**src/rtl/hp_pkg.sv**
```systemverilog
package hp_pkg;

  localparam logic [1:0] ST_NONE  = 2'd0;
  localparam logic [1:0] ST_PWR   = 2'd1;
  localparam logic [1:0] ST_ENA   = 2'd2;
  localparam logic [1:0] ST_DIS   = 2'd3;
  localparam logic [1:0] LED_KEEP = 2'd0;
  localparam logic [1:0] LED_ON   = 2'd1;
  localparam logic [1:0] LED_OFF  = 2'd3;
  localparam logic [1:0] PRS_EMPTY = 2'd3;
  localparam int SLOT_W = 9;

  typedef struct packed {
    logic [1:0] presence;
    logic       latchOpen;
    logic [1:0] attn;
    logic [1:0] pwr;
    logic [1:0] state;
  } slot_t;

  typedef struct packed {
    slot_t s;
    logic  bad;
    logic  emptied;
  } apply_t;

  typedef struct packed {
    logic       startCmd;
    logic       doSlot;
    logic [4:0] slotIdx;
    logic [1:0] reqState;
    logic [1:0] reqPwr;
    logic [1:0] reqAttn;
    logic       doSpeed;
    logic [2:0] speedVal;
    logic       setInvalid;
    logic       finish;
  } strobe_t;

  function automatic apply_t slotApply(slot_t cur, logic [1:0] st,
                                       logic [1:0] pw, logic [1:0] at);
    apply_t r;
    r.s = cur;
    r.bad = 1'b0;
    r.emptied = 1'b0;
    if (cur.state == ST_ENA && st == ST_PWR) begin
      r.bad = 1'b1;
    end else begin
      if (pw != LED_KEEP) r.s.pwr = pw;
      if (at != LED_KEEP) r.s.attn = at;
      if (cur.state == ST_DIS && (st == ST_PWR || st == ST_ENA)) begin
        r.s.state = st;
      end else if ((cur.state == ST_ENA || cur.state == ST_PWR) && st == ST_DIS) begin
        r.s.state = st;
        if (r.s.pwr == LED_OFF) begin
          r.s.latchOpen = 1'b1;
          r.s.presence = PRS_EMPTY;
          r.emptied = 1'b1;
        end
      end
    end
    return r;
  endfunction

endpackage

```
**src/rtl/hp_ctrl.sv**
```systemverilog
module hp_ctrl
  import hp_pkg::*;
#(
  parameter int NSLOTS = 4
) (
  input  logic              clk,
  input  logic              rst_n,
  input  logic              cmdValid,
  input  logic [7:0]        cmdCode,
  input  logic [7:0]        cmdTarget,
  input  logic              anyEnabled,
  input  logic [NSLOTS-1:0] latchOpenVec,
  output logic              busy,
  output strobe_t           stb
);
  localparam int IDXW = (NSLOTS > 1) ? $clog2(NSLOTS) : 1;
  localparam logic [IDXW-1:0] LAST_IDX = IDXW'(NSLOTS - 1);

  typedef enum logic [1:0] {S_IDLE, S_EXEC, S_WALK} fsm_t;
  fsm_t fsmQ, fsmD;
  logic [7:0] codeQ;
  logic [4:0] targetQ;
  logic [IDXW-1:0] walkQ, walkD;
  logic accept;

  assign busy   = (fsmQ != S_IDLE);
  assign accept = cmdValid && !busy;

  always_ff @(posedge clk) begin
    if (!rst_n) begin
      fsmQ    <= S_IDLE;
      codeQ   <= '0;
      targetQ <= '0;
      walkQ   <= '0;
    end else begin
      fsmQ  <= fsmD;
      walkQ <= walkD;
      if (accept) begin
        codeQ   <= cmdCode;
        targetQ <= cmdTarget[4:0];
      end
    end
  end

  always_comb begin
    stb = '0;
    fsmD = fsmQ;
    walkD = walkQ;
    stb.startCmd = accept;
    case (fsmQ)
      S_IDLE: if (accept) fsmD = S_EXEC;
      S_EXEC: begin
        fsmD = S_IDLE;
        stb.finish = 1'b1;
        if (codeQ[7:6] == 2'b00) begin
          if (targetQ == 5'd0 || int'(targetQ) > NSLOTS) begin
            stb.setInvalid = 1'b1;
          end else begin
            stb.doSlot   = 1'b1;
            stb.slotIdx  = targetQ - 5'd1;
            stb.reqState = codeQ[1:0];
            stb.reqPwr   = codeQ[3:2];
            stb.reqAttn  = codeQ[5:4];
          end
        end else if (codeQ[7:3] == 5'b01000) begin
          stb.doSpeed  = 1'b1;
          stb.speedVal = codeQ[2:0];
        end else if (codeQ == 8'h48 || codeQ == 8'h49) begin
          if (anyEnabled) begin
            stb.setInvalid = 1'b1;
          end else begin
            stb.finish = 1'b0;
            fsmD  = S_WALK;
            walkD = '0;
          end
        end else begin
          stb.setInvalid = 1'b1;
        end
      end
      S_WALK: begin
        stb.doSlot  = 1'b1;
        stb.slotIdx = 5'(walkQ);
        if (latchOpenVec[walkQ]) begin
          stb.reqState = ST_NONE;
          stb.reqPwr   = LED_OFF;
        end else begin
          stb.reqState = codeQ[0] ? ST_ENA : ST_PWR;
          stb.reqPwr   = LED_ON;
        end
        stb.reqAttn = LED_KEEP;
        if (walkQ == LAST_IDX) begin
          stb.finish = 1'b1;
          fsmD = S_IDLE;
        end else begin
          walkD = walkQ + 1'b1;
        end
      end
      default: fsmD = S_IDLE;
    endcase
  end

  a_r12_busy_on_accept: assert property (@(posedge clk) disable iff (!rst_n)
    (cmdValid && !busy) |=> busy);
  a_r13_no_start_busy: assert property (@(posedge clk) disable iff (!rst_n)
    busy |-> !stb.startCmd);
  a_r3_slot_in_range: assert property (@(posedge clk) disable iff (!rst_n)
    stb.doSlot |-> (int'(stb.slotIdx) < NSLOTS));
  a_r12_finish_ends_busy: assert property (@(posedge clk) disable iff (!rst_n)
    stb.finish |=> !busy);
endmodule

```
**src/rtl/hp_datapath.sv**
```systemverilog
module hp_datapath
  import hp_pkg::*;
#(
  parameter int NSLOTS = 4
) (
  input  logic                     clk,
  input  logic                     rst_n,
  input  logic [NSLOTS-1:0]        presentInit,
  input  strobe_t                  stb,
  input  logic                     detClr,
  input  logic [NSLOTS-1:0]        evtClr,
  output logic                     anyEnabled,
  output logic [NSLOTS-1:0]        latchOpenVec,
  output logic                     cmdInvalid,
  output logic                     modeInvalid,
  output logic                     latchErr,
  output logic                     cmdDetected,
  output logic [2:0]               busSpeed,
  output logic [SLOT_W*NSLOTS-1:0] slotStatus,
  output logic [NSLOTS-1:0]        evtLatch,
  output logic [NSLOTS-1:0]        evtPresence
);
  slot_t  slotQ [NSLOTS];
  slot_t  selSlot;
  apply_t res;
  logic [NSLOTS-1:0] enaVec;

  always_comb begin
    selSlot = slotQ[0];
    for (int i = 0; i < NSLOTS; i++)
      if (int'(stb.slotIdx) == i) selSlot = slotQ[i];
  end
  assign res = slotApply(selSlot, stb.reqState, stb.reqPwr, stb.reqAttn);
  assign anyEnabled = |enaVec;

  for (genvar g = 0; g < NSLOTS; g++) begin : g_slot
    logic hit;
    assign hit = stb.doSlot && (int'(stb.slotIdx) == g);
    assign enaVec[g] = (slotQ[g].state == ST_ENA);
    assign latchOpenVec[g] = slotQ[g].latchOpen;
    assign slotStatus[g*SLOT_W +: SLOT_W] = slotQ[g];

    always_ff @(posedge clk) begin
      if (!rst_n) begin
        evtLatch[g]    <= 1'b0;
        evtPresence[g] <= 1'b0;
        if (presentInit[g])
          slotQ[g] <= '{presence: 2'd0, latchOpen: 1'b0, attn: 2'd0,
                        pwr: LED_ON, state: ST_ENA};
        else
          slotQ[g] <= '{presence: PRS_EMPTY, latchOpen: 1'b1, attn: 2'd0,
                        pwr: LED_OFF, state: ST_DIS};
      end else begin
        if (evtClr[g]) begin
          evtLatch[g]    <= 1'b0;
          evtPresence[g] <= 1'b0;
        end
        if (hit) begin
          slotQ[g] <= res.s;
          if (res.emptied) begin
            evtLatch[g]    <= 1'b1;
            evtPresence[g] <= 1'b1;
          end
        end
      end
    end
  end

  always_ff @(posedge clk) begin
    if (!rst_n) begin
      cmdInvalid  <= 1'b0;
      modeInvalid <= 1'b0;
      latchErr    <= 1'b0;
      cmdDetected <= 1'b0;
      busSpeed    <= 3'd0;
    end else begin
      if (stb.startCmd) begin
        cmdInvalid  <= 1'b0;
        modeInvalid <= 1'b0;
        latchErr    <= 1'b0;
      end
      if (stb.setInvalid || (stb.doSlot && res.bad)) cmdInvalid <= 1'b1;
      if (stb.doSpeed) begin
        if (stb.speedVal == 3'd0) busSpeed <= 3'd0;
        else modeInvalid <= 1'b1;
      end
      if (detClr) cmdDetected <= 1'b0;
      if (stb.finish) cmdDetected <= 1'b1;
    end
  end

  a_r11_clear_on_start: assert property (@(posedge clk) disable iff (!rst_n)
    stb.startCmd |=> (!cmdInvalid && !modeInvalid && !latchErr));
  a_r11_detect_on_finish: assert property (@(posedge clk) disable iff (!rst_n)
    stb.finish |=> cmdDetected);
  a_r5_status_hold: assert property (@(posedge clk) disable iff (!rst_n)
    !stb.doSlot |=> $stable(slotStatus));
  a_r7_speed_hold: assert property (@(posedge clk) disable iff (!rst_n)
    (stb.doSpeed && stb.speedVal != 3'd0) |=> (modeInvalid && $stable(busSpeed)));
endmodule

```
**src/rtl/hp_slot_ctrl.sv**
```systemverilog
module hp_slot_ctrl
  import hp_pkg::*;
#(
  parameter int NSLOTS = 4
) (
  input  logic                     clk,
  input  logic                     rst_n,
  input  logic [NSLOTS-1:0]        presentInit,
  input  logic                     cmdValid,
  input  logic [7:0]               cmdCode,
  input  logic [7:0]               cmdTarget,
  input  logic                     detClr,
  input  logic [NSLOTS-1:0]        evtClr,
  output logic                     busy,
  output logic                     cmdInvalid,
  output logic                     modeInvalid,
  output logic                     latchErr,
  output logic                     cmdDetected,
  output logic [2:0]               busSpeed,
  output logic [SLOT_W*NSLOTS-1:0] slotStatus,
  output logic [NSLOTS-1:0]        evtLatch,
  output logic [NSLOTS-1:0]        evtPresence
);
  strobe_t stb;
  logic anyEnabled;
  logic [NSLOTS-1:0] latchOpenVec;

  hp_ctrl #(.NSLOTS(NSLOTS)) u_ctrl (
    .clk(clk), .rst_n(rst_n), .cmdValid(cmdValid), .cmdCode(cmdCode),
    .cmdTarget(cmdTarget), .anyEnabled(anyEnabled),
    .latchOpenVec(latchOpenVec), .busy(busy), .stb(stb)
  );

  hp_datapath #(.NSLOTS(NSLOTS)) u_dp (
    .clk(clk), .rst_n(rst_n), .presentInit(presentInit), .stb(stb),
    .detClr(detClr), .evtClr(evtClr), .anyEnabled(anyEnabled),
    .latchOpenVec(latchOpenVec), .cmdInvalid(cmdInvalid),
    .modeInvalid(modeInvalid), .latchErr(latchErr),
    .cmdDetected(cmdDetected), .busSpeed(busSpeed),
    .slotStatus(slotStatus), .evtLatch(evtLatch), .evtPresence(evtPresence)
  );
endmodule

```
**config.mk**
```make
export PLATFORM = sky130hd
export DESIGN_NAME = hp_slot_ctrl
export DESIGN_NICKNAME = d
export VERILOG_FILES = /design/src/rtl/hp_pkg.sv /design/src/rtl/hp_ctrl.sv /design/src/rtl/hp_datapath.sv /design/src/rtl/hp_slot_ctrl.sv
export SDC_FILE = /design/constraint.sdc
export NUM_CORES = 1
export LEC_CHECK = 0
export BUFFER_PORTS_ARGS = -buffer_cell sky130_fd_sc_hd__buf_2
export CELL_PAD_IN_SITES_DETAIL_PLACEMENT = 0
export CELL_PAD_IN_SITES_GLOBAL_PLACEMENT = 1
export CORE_UTILIZATION = 36
export CTS_BUF_LIST = sky130_fd_sc_hd__clkbuf_4
export DETAILED_ROUTE_END_ITERATION = 10
export PLACE_DENSITY_LB_ADDON = 0.15
export SLEW_MARGIN = 20
export SYNTH_ARGS = -nofsm -noshare
export SYNTH_HDL_FRONTEND = slang
export SYNTH_SLANG_ARGS = --single-unit
```
**constraint.sdc**
```tcl
create_clock -name clk -period 3.5 [get_ports clk]
set_clock_uncertainty 0.05 [all_clocks]
set_input_delay 0.175 -clock clk [delete_from_list [all_inputs] [get_ports clk]]
set_output_delay 0.175 -clock clk [all_outputs]
set_load 0.005 [all_outputs]
```
==> run_results.csv, run 1 <==
group,metric,value,unit
status,outcome,"finished, violations left",
status,violations,"negative setup slack",
worst_setup_path,start_kind,"register",
pwr,finalPower,1.77,mW
timing,period_needed,3510,ps
timing,rsz0062_at_grt,"yes",
placement,pre_cts_slack,-66.1,ps
grt,overflow,0,
clock_network,clk_pin_slew,120,ps
die,rows,36,
clock_network,numCtsBuffers,9,
synthesis,synthSimpleGateAreaFrac,19.3,%
routing,drt-wirelength-per-cell,17.0,um
cells_and_area,fin_area,4980,um2
worst_setup_path,slowest_delay,410,ps
pwr,switching_share,29.4,%
hold_path,min_path_type,"input pin to register",
worst_setup_path,path_buf_inv,3,
die,die-area,10600,um2
grt,grt_pass1_wl,17.0,mm
synthesis,synth_top_area_cell,"edfxtp_1",
worst_setup_path,crit_arrival,3630,ps
routing,antenna_left,0,
cells_and_area,areaGrowthSynthToFinish,36.0,%
die,fp.dieH,103,um
routing,vias,3550,
routing,drt_pass1_iterations,5,
worst_setup_path,path_cells,"ha_4, or3b_4, buf_6, o41ai_4, o211a_4, a211oi_2, o32ai_2, inv_1, ha_1, nor2b_2, nand2b_4, nand2_4, a31oi_1, buf_4, nand3_2",
synthesis,synth_xor_area_share,0.239,%
placement,io_buffer_count,72,
worst_setup_path,cp_max_fo,5,
die,coreArea,9820,um2
timing,period_share,100,%
worst_setup_path,cp_top_family,"compound AO/OA/AOI/OAI gates",
timing,worstMarginPinSlew,651,ps
cells_and_area,layout-drive-gt1-share,35.8,%
synthesis,synth-edff-count,36,
synthesis,postSynthCellCount,402,
hold_path,whs_path_depth,3,
routing,via_per_inst,5.30,
hold_path,holdCritStartpoint,"cmdValid",
pwr,power.density,355,nW/um2
grt,grt_pass1_vias,3289,
placement,dp_hpwl,8.32,mm
pwr,power_frac_clock,34.9,%
routing,drt_iter0_markers,239,
synthesis,synth_compound_area_share,24.3,%
clock_network,cts_sinks,64,
pwr,p_leak,1.99,nW
synthesis,synth_area_per_cell,9.11,um2
grt,grt_start_max_net_pins,27,
hold_path,min_to,"u_ctrl.fsmQ[0]$_SDFFE_PN0P_",
routing,drt_wl_total,11.4,mm
cells_and_area,fin_nets,569,
die,die_w,103,um
timing,setup_viol,1,
worst_setup_path,reg2reg_to,"u_dp.slotQ[2][1]$_SDFFCE_PN1P_",
worst_setup_path,r2r_setup_slack,-6,ps
placement,dp_cells,628,
synthesis,ys.flop_type,"edfxtp_1",
synthesis,ys_seq_area_share,44.8,%
synthesis,synth-adder-area-share,3.42,%
placement,dpl_cell_area,4370,um2
clock_network,htree_levels,3,
synthesis,synth_seq_cells,64,
placement,place_congestion,0.861,
pwr,p_int,1.25,mW
clock_network,clock_latency,440,ps
clock_network,cts_tree,"yes",
worst_setup_path,r2r_cells,15,
timing,clock.fmax,0.285,GHz
pwr,pwr-share-seq,48.3,%
grt,antenna_found_initial,1,
grt,grt_usage,22.0,%
synthesis,synth_top_family_by_area,"compound AO/OA/AOI/OAI gates",
synthesis,ys_warn_count,0,
pwr,p_comb_share,16.8,%
pwr,p_switching,0.519,mW
timing,slew_headroom,56.5,%
routing,post-route-drc-count,0,
die,initial_core_util,37.3,%
synthesis,yosysUniqueCellTypes,57,
timing,hold_viol,0,
timing,drv_slew,0,
clock_network,cts-root-buf,"clkbuf_4",
worst_setup_path,crit_type,"register to register",
timing,fin_ws,-6.29,ps
die,ios,80,
synthesis,yosys.area.top_type_share,29.5,%
synthesis,muxShareOfSynthArea,3.18,%
clock_network,clock_path_buffers,2,
synthesis,async_flop_share,0,%
worst_setup_path,slowest_stage,"dfxtp_1",
worst_setup_path,critical_path_required,3620,ps
cells_and_area,instances_no_fill,670,
synthesis,synthTopCellsByArea,"edfxtp_1, dfxtp_1, nand2_1",
pwr,peakVddDrop,174,uV
synthesis,syn_area,3660,um2
run,maxCapViolations,0,
timing,hold_slack,49.7,ps
worst_setup_path,r2r-start,"u_ctrl.fsmQ[0]$_SDFFE_PN0P_",
worst_setup_path,end_kind,"register",
==> repair_timing <==
item	in CTS	in global routing
endpoints found under the hold margin	22	0
setup buffers	0	7
hold buffers	18	0
endpoints found under the setup margin	38	44
pin swaps	1	19
resized for setup	6	43
cloned	0	0
==> cells in the final DEF (no fill, tap or decap), types with 3 or more instances in the layout <==
master	instances
nor2b_1	4
a22o_1	3
nor2_1	38
inv_1	11
o211ai_1	3
nor2_4	3
nand2b_1	5
a31oi_4	3
nand3_1	15
o21ai_1	15
dfxtp_1	27
nand2_1	66
mux2i_1	8
or2_2	5
a21oi_2	10
edfxtp_1	36
ha_1	9
a211o_1	3
o22ai_1	10
dlygate4sd3_1	18
o221ai_1	3
clkbuf_4	9
a21oi_1	26
buf_4	43
o21ai_2	3
o21ai_0	16
a21oi_4	3
buf_2	72
conb_1	4
a31oi_1	4
==> routing by layer <==
metal | wire length, um | up-vias | GRT usage, % | share of wire (%)
li1 | - | 1711 | - | -
met5 | 0 | - | 0 | 0
met3 | 634 | 17 | 3.93 | 5.6
met1 | 5390 | 1705 | 30.8 | 47
met2 | 5150 | 117 | 33.6 | 45
met4 | 194 | 0 | 8.88 | 1.7
==> cell families after synthesis <==
kind of cell / Yosys count
AND/OR/NAND/NOR: 159
XOR/XNOR: 1
AO/OA/AOI/OAI: 123
adder cells (fa/ha/maj): 10
flip-flops: 64
buffers and inverters: 34
other: 1
multiplexers: 10
==> worst reg2reg max path: cells and delay by family (launching register included) <==
kind	cells	cell delay, ps
buf+inv	3	400
simple gates	5	850
compound gates	5	1090
flops	1	410
fa+ha+maj	2	440
==> stage by stage <==
step | utilization [%] | setup TNS, ps
final | 50.7 | -6.29
after CTS | 48.4 | 0
after global placement | 44.5 | 0
after detailed placement | 44.5 | -1110
after global routing | 50.7 | -1300
after floorplan | - | 0
==> power by group through the flow <==
stage	Combinational (mW)	Clock [mW]	Sequential, mW
4_1_cts	0.270	0.627	0.853
2_1_floorplan	0.155	0	0.864
3_5_place_dp	0.251	0	0.870
5_1_grt	0.326	0.664	0.858
6_report	0.296	0.617	0.854
3_3_place_gp	0.248	0	0.869
==> worst max-delay path by stage <==
stage | startpoint | endpoint | slack [ps] | cells past startpoint
after floorplan | u_ctrl.targetQ[0]$_SDFFE_PN0P_ | u_dp.slotQ[0][4]$_SDFFCE_PN0P_ | 30 | 16
after global placement | u_ctrl.fsmQ[1]$_SDFFE_PN0P_ | u_dp.slotQ[2][2]$_SDFFCE_PN1P_ | 3 | 16
after detailed placement | u_ctrl.fsmQ[1]$_SDFFE_PN0P_ | u_dp.evtPresence[2]$_SDFF_PN0_ | -70 | 15
after CTS | u_ctrl.fsmQ[1]$_SDFFE_PN0P_ | u_dp.slotQ[2][1]$_SDFFCE_PN1P_ | 0.8 | 15
after global routing | u_ctrl.fsmQ[0]$_SDFFE_PN0P_ | u_dp.slotQ[2][1]$_SDFFCE_PN1P_ | -100 | 15
final | u_ctrl.fsmQ[0]$_SDFFE_PN0P_ | u_dp.slotQ[2][1]$_SDFFCE_PN1P_ | -6 | 15
==> cells in the mapped netlist, types with 3 or more instances <==
cell	count
nor2_1	41
mux2i_1	8
o21ai_1	13
nand2_1	69
clkbuf_1	9
o221ai_1	3
a22o_1	3
a31oi_1	5
a21oi_2	11
nand3_1	17
o211ai_1	3
a211o_1	3
nor3_1	4
ha_1	10
nand2b_1	6
buf_4	6
nor2b_1	5
o21ai_0	21
o22ai_1	10
inv_1	13
edfxtp_1	36
dfxtp_1	28
a211oi_1	3
a21oi_1	27
buf_2	3
or2_2	5
==> flip-flops by register name (all words and copies together) (netlist names) <==
| name | flops |
|---|---|
| u_dp.cmdInvalid | 1 |
| u_dp.slotQ | 36 |
| u_dp.evtLatch | 4 |
| u_dp.modeInvalid | 1 |
| u_dp.cmdDetected | 1 |
| u_ctrl.codeQ | 8 |
| u_ctrl.targetQ | 5 |
| u_ctrl.fsmQ | 2 |
| u_dp.evtPresence | 4 |
| u_ctrl.walkQ | 2 |
==> final cells by class <==
type	instances	area (um2)
Antenna cell	1	2.50
Timing Repair Buffer	135	886
Multi-Input combinational cell	307	2060
Tap cell	133	166
Fill cell	992	4840
Inverter	14	52.6
Sequential cell	64	1640
Clock inverter	7	103
Clock buffer	9	67.6
Power figures use the tool's default switching activity.
==> run 2: changes to the inputs <==
- CELL_PAD_IN_SITES_DETAIL_PLACEMENT: 0 -> not set
- CELL_PAD_IN_SITES_GLOBAL_PLACEMENT: 1 -> not set
- PLACE_DENSITY: not set -> 0.69
- PLACE_DENSITY_LB_ADDON: 0.15 -> not set
==> run 2 against run 1 <==
Net effect: the flow now finishes without violations; utilization up 0.27 points; clock power is 3.9% lower; sequential cell count unchanged; critical path depth stayed put; non-clock buffer count is 6 higher; largest power group unchanged; routed wire length shrank 2.3%; die area unchanged; register-to-register slack better by 80 ps; largest cell class unchanged; global-route usage fell by 0.43 points; via count increased by 0.90%.
==> run_results.csv, run 2 (synthesized netlist as in run 1, its figures left out) <==
group,metric,value,unit
routing,drt_iter0_markers,128,
die,rows,36,
worst_setup_path,end_kind,"register",
worst_setup_path,cp_max_fo,5,
clock_network,numCtsBuffers,9,
worst_setup_path,start_kind,"register",
timing,hold_viol,0,
routing,antenna_left,0,
timing,rsz0062_at_grt,"yes",
timing,worstMarginPinSlew,649,ps
clock_network,cts_tree,"yes",
clock_network,clock_path_buffers,2,
die,coreArea,9820,um2
timing,slew_headroom,56.6,%
routing,drt_wl_total,11.1,mm
cells_and_area,final_common_cell,"buf_2",
routing,vias,3582,
run,maxCapViolations,0,
clock_network,clock_latency,430,ps
grt,grt_pass1_vias,3353,
grt,grt_pass1_wl,16.8,mm
timing,period_needed,3430,ps
timing,drv_slew,0,
grt,grt_start_max_net_pins,28,
clock_network,htree_levels,3,
hold_path,min_path_type,"input pin to register",
worst_setup_path,crit_type,"register to register",
placement,dpl_cell_area,4420,um2
clock_network,cts-root-buf,"clkbuf_4",
cells_and_area,post-route-util,51.0,%
die,die_w,103,um
cells_and_area,largest_register_ffs,36,
cells_and_area,layout-drive-gt1-share,36.9,%
grt,overflow,0,
cells_and_area,fin_area,5010,um2
pwr,peakVddDrop,211,uV
timing,clock.fmax,0.292,GHz
cells_and_area,diodes,0,
pwr,finalPower,1.74,mW
placement,dp_hpwl,8.09,mm
routing,drt_pass1_iterations,5,
cells_and_area,top_register,"u_dp.slotQ",
timing,period_share,98.0,%
pwr,p_leak,2.01,nW
die,initial_core_util,37.3,%
placement,place_congestion,0.877,
cells_and_area,final_cell_mix,"buf_2, nand2_1, buf_4",
timing,setup_viol,0,
worst_setup_path,critical_path_required,3590,ps
cells_and_area,nFillCells,939,
die,ios,80,
clock_network,cts_sinks,64,
clock_network,clk_pin_slew,110,ps
die,die-area,10600,um2
cells_and_area,areaGrowthSynthToFinish,36.7,%
routing,post-route-drc-count,0,
pwr,power.density,347,nW/um2
cells_and_area,fin_nets,575,
routing,via_per_inst,5.31,
placement,io_buffer_count,72,
worst_setup_path,crit_arrival,3520,ps
grt,antenna_found_initial,0,
routing,drt-wirelength-per-cell,16.4,um
grt,grt_usage,21.6,%
die,fp.dieH,103,um
cells_and_area,reg_top3,"u_dp.slotQ (36), u_ctrl.codeQ (8), u_ctrl.targetQ (5)",
status,outcome,"completed",
[run 2: cell count changes in the layout (fill, tap and decap cells not counted), sizes merged]
cell / delta
buf: +6
inv: -1
diode: -1
clkinvlp: -1
clkinv: +2
[run 2: through the flow]
stage	worst slack, ps	hold slack, ps	std cells	setup TNS (ps)
global route	-44.4	61.7	675	-227
global placement	-4.57	366	635	-7.85
detailed placement	-125	371	635	-1450
floorplan	32.4	261	405	0
CTS	12.9	23.5	671	0
finish	71.0	45.0	675	0
[run 2: path summary, 6_finish.rpt]
kind | cells after the start | end | start | slack, ps
worst max-delay path | 15 | u_dp.slotQ[2][1]$_SDFFCE_PN1P_ | u_ctrl.fsmQ[1]$_SDFFE_PN0P_ | 70
worst min-delay path | 3 | u_ctrl.fsmQ[0]$_SDFFE_PN0P_ | cmdValid | 50
worst max register to register | 15 | u_dp.slotQ[2][1]$_SDFFCE_PN1P_ | u_ctrl.fsmQ[1]$_SDFFE_PN0P_ | 70
worst min register to register | 2 | u_dp.evtPresence[0]$_SDFF_PN0_ | u_dp.evtPresence[0]$_SDFF_PN0_ | 410
[run 2: final cells by class]
| class | count | area [um2] | area share [%] |
|---|---|---|---|
| Clock inverter | 7 | 95.1 | 1.90 |
| Inverter | 14 | 52.6 | 1.05 |
| Clock buffer | 9 | 67.6 | 1.35 |
| Multi-Input combinational cell | 307 | 2050 | 40.9 |
| Sequential cell | 64 | 1640 | 32.8 |
| Tap cell | 133 | 166 | 3.32 |
| Timing Repair Buffer | 141 | 935 | 18.7 |
[run 2: critical path, stage by stage, from the launching register on]
cell and delay (ps):
dfxtp_2 350, inv_2 70, ha_4 120, or3b_4 420
or3_4 460, o211a_4 290, buf_4 150, o211ai_1 110
and2_4 210, ha_4 200, nor2b_4 140, nand2b_4 150
nand2_4 70, a31oi_2 140, buf_4 150, nand3_2 80
[run 2: routing by layer]
| layer | wire length (um) | up-vias | global-route usage (%) | part of all wire [%] |
|---|---|---|---|---|
| li1 | - | 1722 | - | - |
| met1 | 4430 | 1705 | 25.9 | 40 |
| met2 | 5720 | 138 | 38.3 | 51 |
| met3 | 739 | 17 | 5.22 | 6.7 |
| met4 | 212 | 0 | 6.39 | 1.9 |
| met5 | 0 | - | 0 | 0 |
[run 2: repair_timing]
action | 4_1_cts | 5_1_grt
endpoints found under the hold margin | 22 | 0
gates resized for setup | 6 | 44
pin swaps | 2 | 15
hold buffers | 18 | 0
buffers inserted | 2 | 4
setup endpoints to repair | 32 | 44
[run 2: where the power goes]
group	total (mW)	internal [mW]	leakage (nW)	switching, mW
Clock	0.593	0.291	0.0879	0.302
Sequential	0.854	0.826	0.571	0.0283
Combinational	0.290	0.126	1.35	0.164
==> run 3: changes to the inputs <==
- CTS_CLUSTER_SIZE: not set -> 8
- HOLD_SLACK_MARGIN: not set -> 0.1
==> run 3 against run 2 <==
Net effect: combinational power about the same; largest cell class unchanged; clock power about the same; register-to-register slack about the same; utilization increased by 0.41 points; critical endpoint unchanged.
==> run_results.csv, run 3 (synthesized netlist as in run 1, its figures left out) <==
group,metric,value,unit
status,outcome,"completed",
worst_setup_path,r2r_cells,15,
worst_setup_path,slowest_stage,"or3_4",
worst_setup_path,reg2reg_to,"u_dp.slotQ[2][1]$_SDFFCE_PN1P_",
routing,drt-wirelength-per-cell,16.4,um
timing,setup_viol,0,
cells_and_area,areaGrowthSynthToFinish,37.8,%
die,die-area,10600,um2
cells_and_area,reg_top3,"u_dp.slotQ (36), u_ctrl.codeQ (8), u_ctrl.targetQ (5)",
timing,tns,0,ps
worst_setup_path,cp_max_fo,5,
die,rows,36,
die,die_w,103,um
cells_and_area,diodes,0,
clock_network,clock_path_buffers,2,
routing,vias,3580,
grt,antenna_found_initial,0,
cells_and_area,layout-drive-gt1-share,36.6,%
die,fp.dieH,103,um
placement,dp_hpwl,8.09,mm
timing,clock.fmax,0.291,GHz
clock_network,cts_tree,"yes",
pwr,power.density,345,nW/um2
worst_setup_path,r2r-start,"u_ctrl.fsmQ[1]$_SDFFE_PN0P_",
worst_setup_path,end_kind,"register",
timing,rsz0062_at_grt,"yes",
cells_and_area,largest_register_ffs,36,
clock_network,clk_pin_slew,110,ps
cells_and_area,final_cell_mix,"buf_2, nand2_1, buf_4",
worst_setup_path,r2r_setup_slack,60,ps
worst_setup_path,slowest_delay,460,ps
routing,post-route-drc-count,0,
clock_network,clock_latency,430,ps
grt,grt_usage,21.6,%
hold_path,min_path_type,"input pin to register",
die,ios,80,
routing,drt_wl_total,11.1,mm
cells_and_area,fin_nets,579,
grt,grt_pass1_vias,3356,
worst_setup_path,path_cells,"inv_2, ha_4, or3b_4, or3_4, o211a_4, buf_4, o211ai_1, and2_4, ha_4, nor2b_4, nand2b_4, nand2_4, a31oi_2, buf_4, nand3_2",
clock_network,cts-root-buf,"clkbuf_4",
clock_network,cts_sinks,64,
timing,worstMarginPinSlew,640,ps
worst_setup_path,critical_path_required,3600,ps
clock_network,htree_levels,3,
cells_and_area,top_register,"u_dp.slotQ",
pwr,peakVddDrop,213,uV
placement,io_buffer_count,72,
routing,via_per_inst,5.27,
routing,antenna_left,0,
routing,drt_iter0_markers,169,
timing,hold_viol,0,
run,maxCapViolations,0,
die,coreArea,9820,um2
placement,place_congestion,0.877,
hold_path,min_to,"u_dp.slotQ[2][0]$_SDFFCE_PP0P_",
hold_path,holdCritStartpoint,"presentInit[2]",
worst_setup_path,crit_arrival,3530,ps
pwr,p_leak,2.02,nW
grt,grt_pass1_wl,16.8,mm
grt,grt_start_max_net_pins,28,
timing,period_share,98.2,%
hold_path,whs_path_depth,3,
grt,overflow,0,
worst_setup_path,crit_type,"register to register",
worst_setup_path,start_kind,"register",
cells_and_area,final_common_cell,"buf_2",
timing,hold_slack,185,ps
pwr,finalPower,1.74,mW
timing,slew_headroom,57.2,%
timing,period_needed,3440,ps
die,initial_core_util,37.3,%
routing,drt_pass1_iterations,4,
timing,drv_slew,0,
clock_network,numCtsBuffers,9,
## run 3: layer usage
layer	wire (um)	GRT usage, %
met4	197	6.39
met5	0	0
met1	4560	25.9
met2	5740	38.3
met3	638	5.22
## run 3: worst max-delay path by stage
| stage | depth (start not counted) | slack, ps | start | end |
|---|---|---|---|---|
| final | 15 | 60 | u_ctrl.fsmQ[1]$_SDFFE_PN0P_ | u_dp.slotQ[2][1]$_SDFFCE_PN1P_ |
| after floorplan | 16 | 30 | u_ctrl.targetQ[0]$_SDFFE_PN0P_ | u_dp.slotQ[0][4]$_SDFFCE_PN0P_ |
| after CTS | 17 | 10 | u_ctrl.fsmQ[1]$_SDFFE_PN0P_ | u_dp.slotQ[0][4]$_SDFFCE_PN0P_ |
| after global routing | 16 | -40 | u_ctrl.fsmQ[1]$_SDFFE_PN0P_ | u_dp.evtPresence[2]$_SDFF_PN0_ |
| after global placement | 14 | -5 | u_ctrl.fsmQ[0]$_SDFFE_PN0P_ | u_dp.slotQ[3][7]$_DFFE_PP_ |
| after detailed placement | 16 | -120 | u_ctrl.fsmQ[1]$_SDFFE_PN0P_ | u_dp.evtPresence[3]$_SDFF_PN0_ |
## run 3: what timing repair did
item                                    4_1_cts  5_1_grt
resized for setup                             6       44
hold buffers                                 22        0
pin swaps                                     2       15
endpoints found under the setup margin       32       44
setup buffers                                 2        4
hold endpoints to repair                     29        0
## run 3: layout make-up
class,count,area (um2)
fill,932,4770
multi-input combinational,307,2050
sequential,64,1640
timing repair buffer,145,975
tap,133,166
clock inverter,7,95.1
clock buffer,9,67.6
inverter,14,52.6
## run 3: worst max-delay path, delay by kind of cell, from the launching register on
family	cells	cell delay [ps]
AND/OR/NAND/NOR	7	1530
AO/OA/AOI/OAI	3	540
buffers and inverters	3	380
flip-flops	1	350
adder cells (fa/ha/maj)	2	320
## run 3: power by group
group | switching [mW] | leakage, nW | internal [mW]
Clock | 0.305 | 0.0879 | 0.291
Sequential | 0.0286 | 0.571 | 0.826
Combinational | 0.165 | 1.36 | 0.129
## run 3: stage by stage
stage / cell area (um2) / utilization, % / setup slack (ps) / instances
floorplan: 3670 / - / 32.4 / 405
CTS: 4840 / 49.3 / 12.9 / 675
global placement: 4420 / 45.0 / -4.57 / 635
finish: 5050 / 51.4 / 64.3 / 679
global route: 5050 / 51.4 / -44.4 / 679
detailed placement: 4420 / 45.0 / -125 / 635
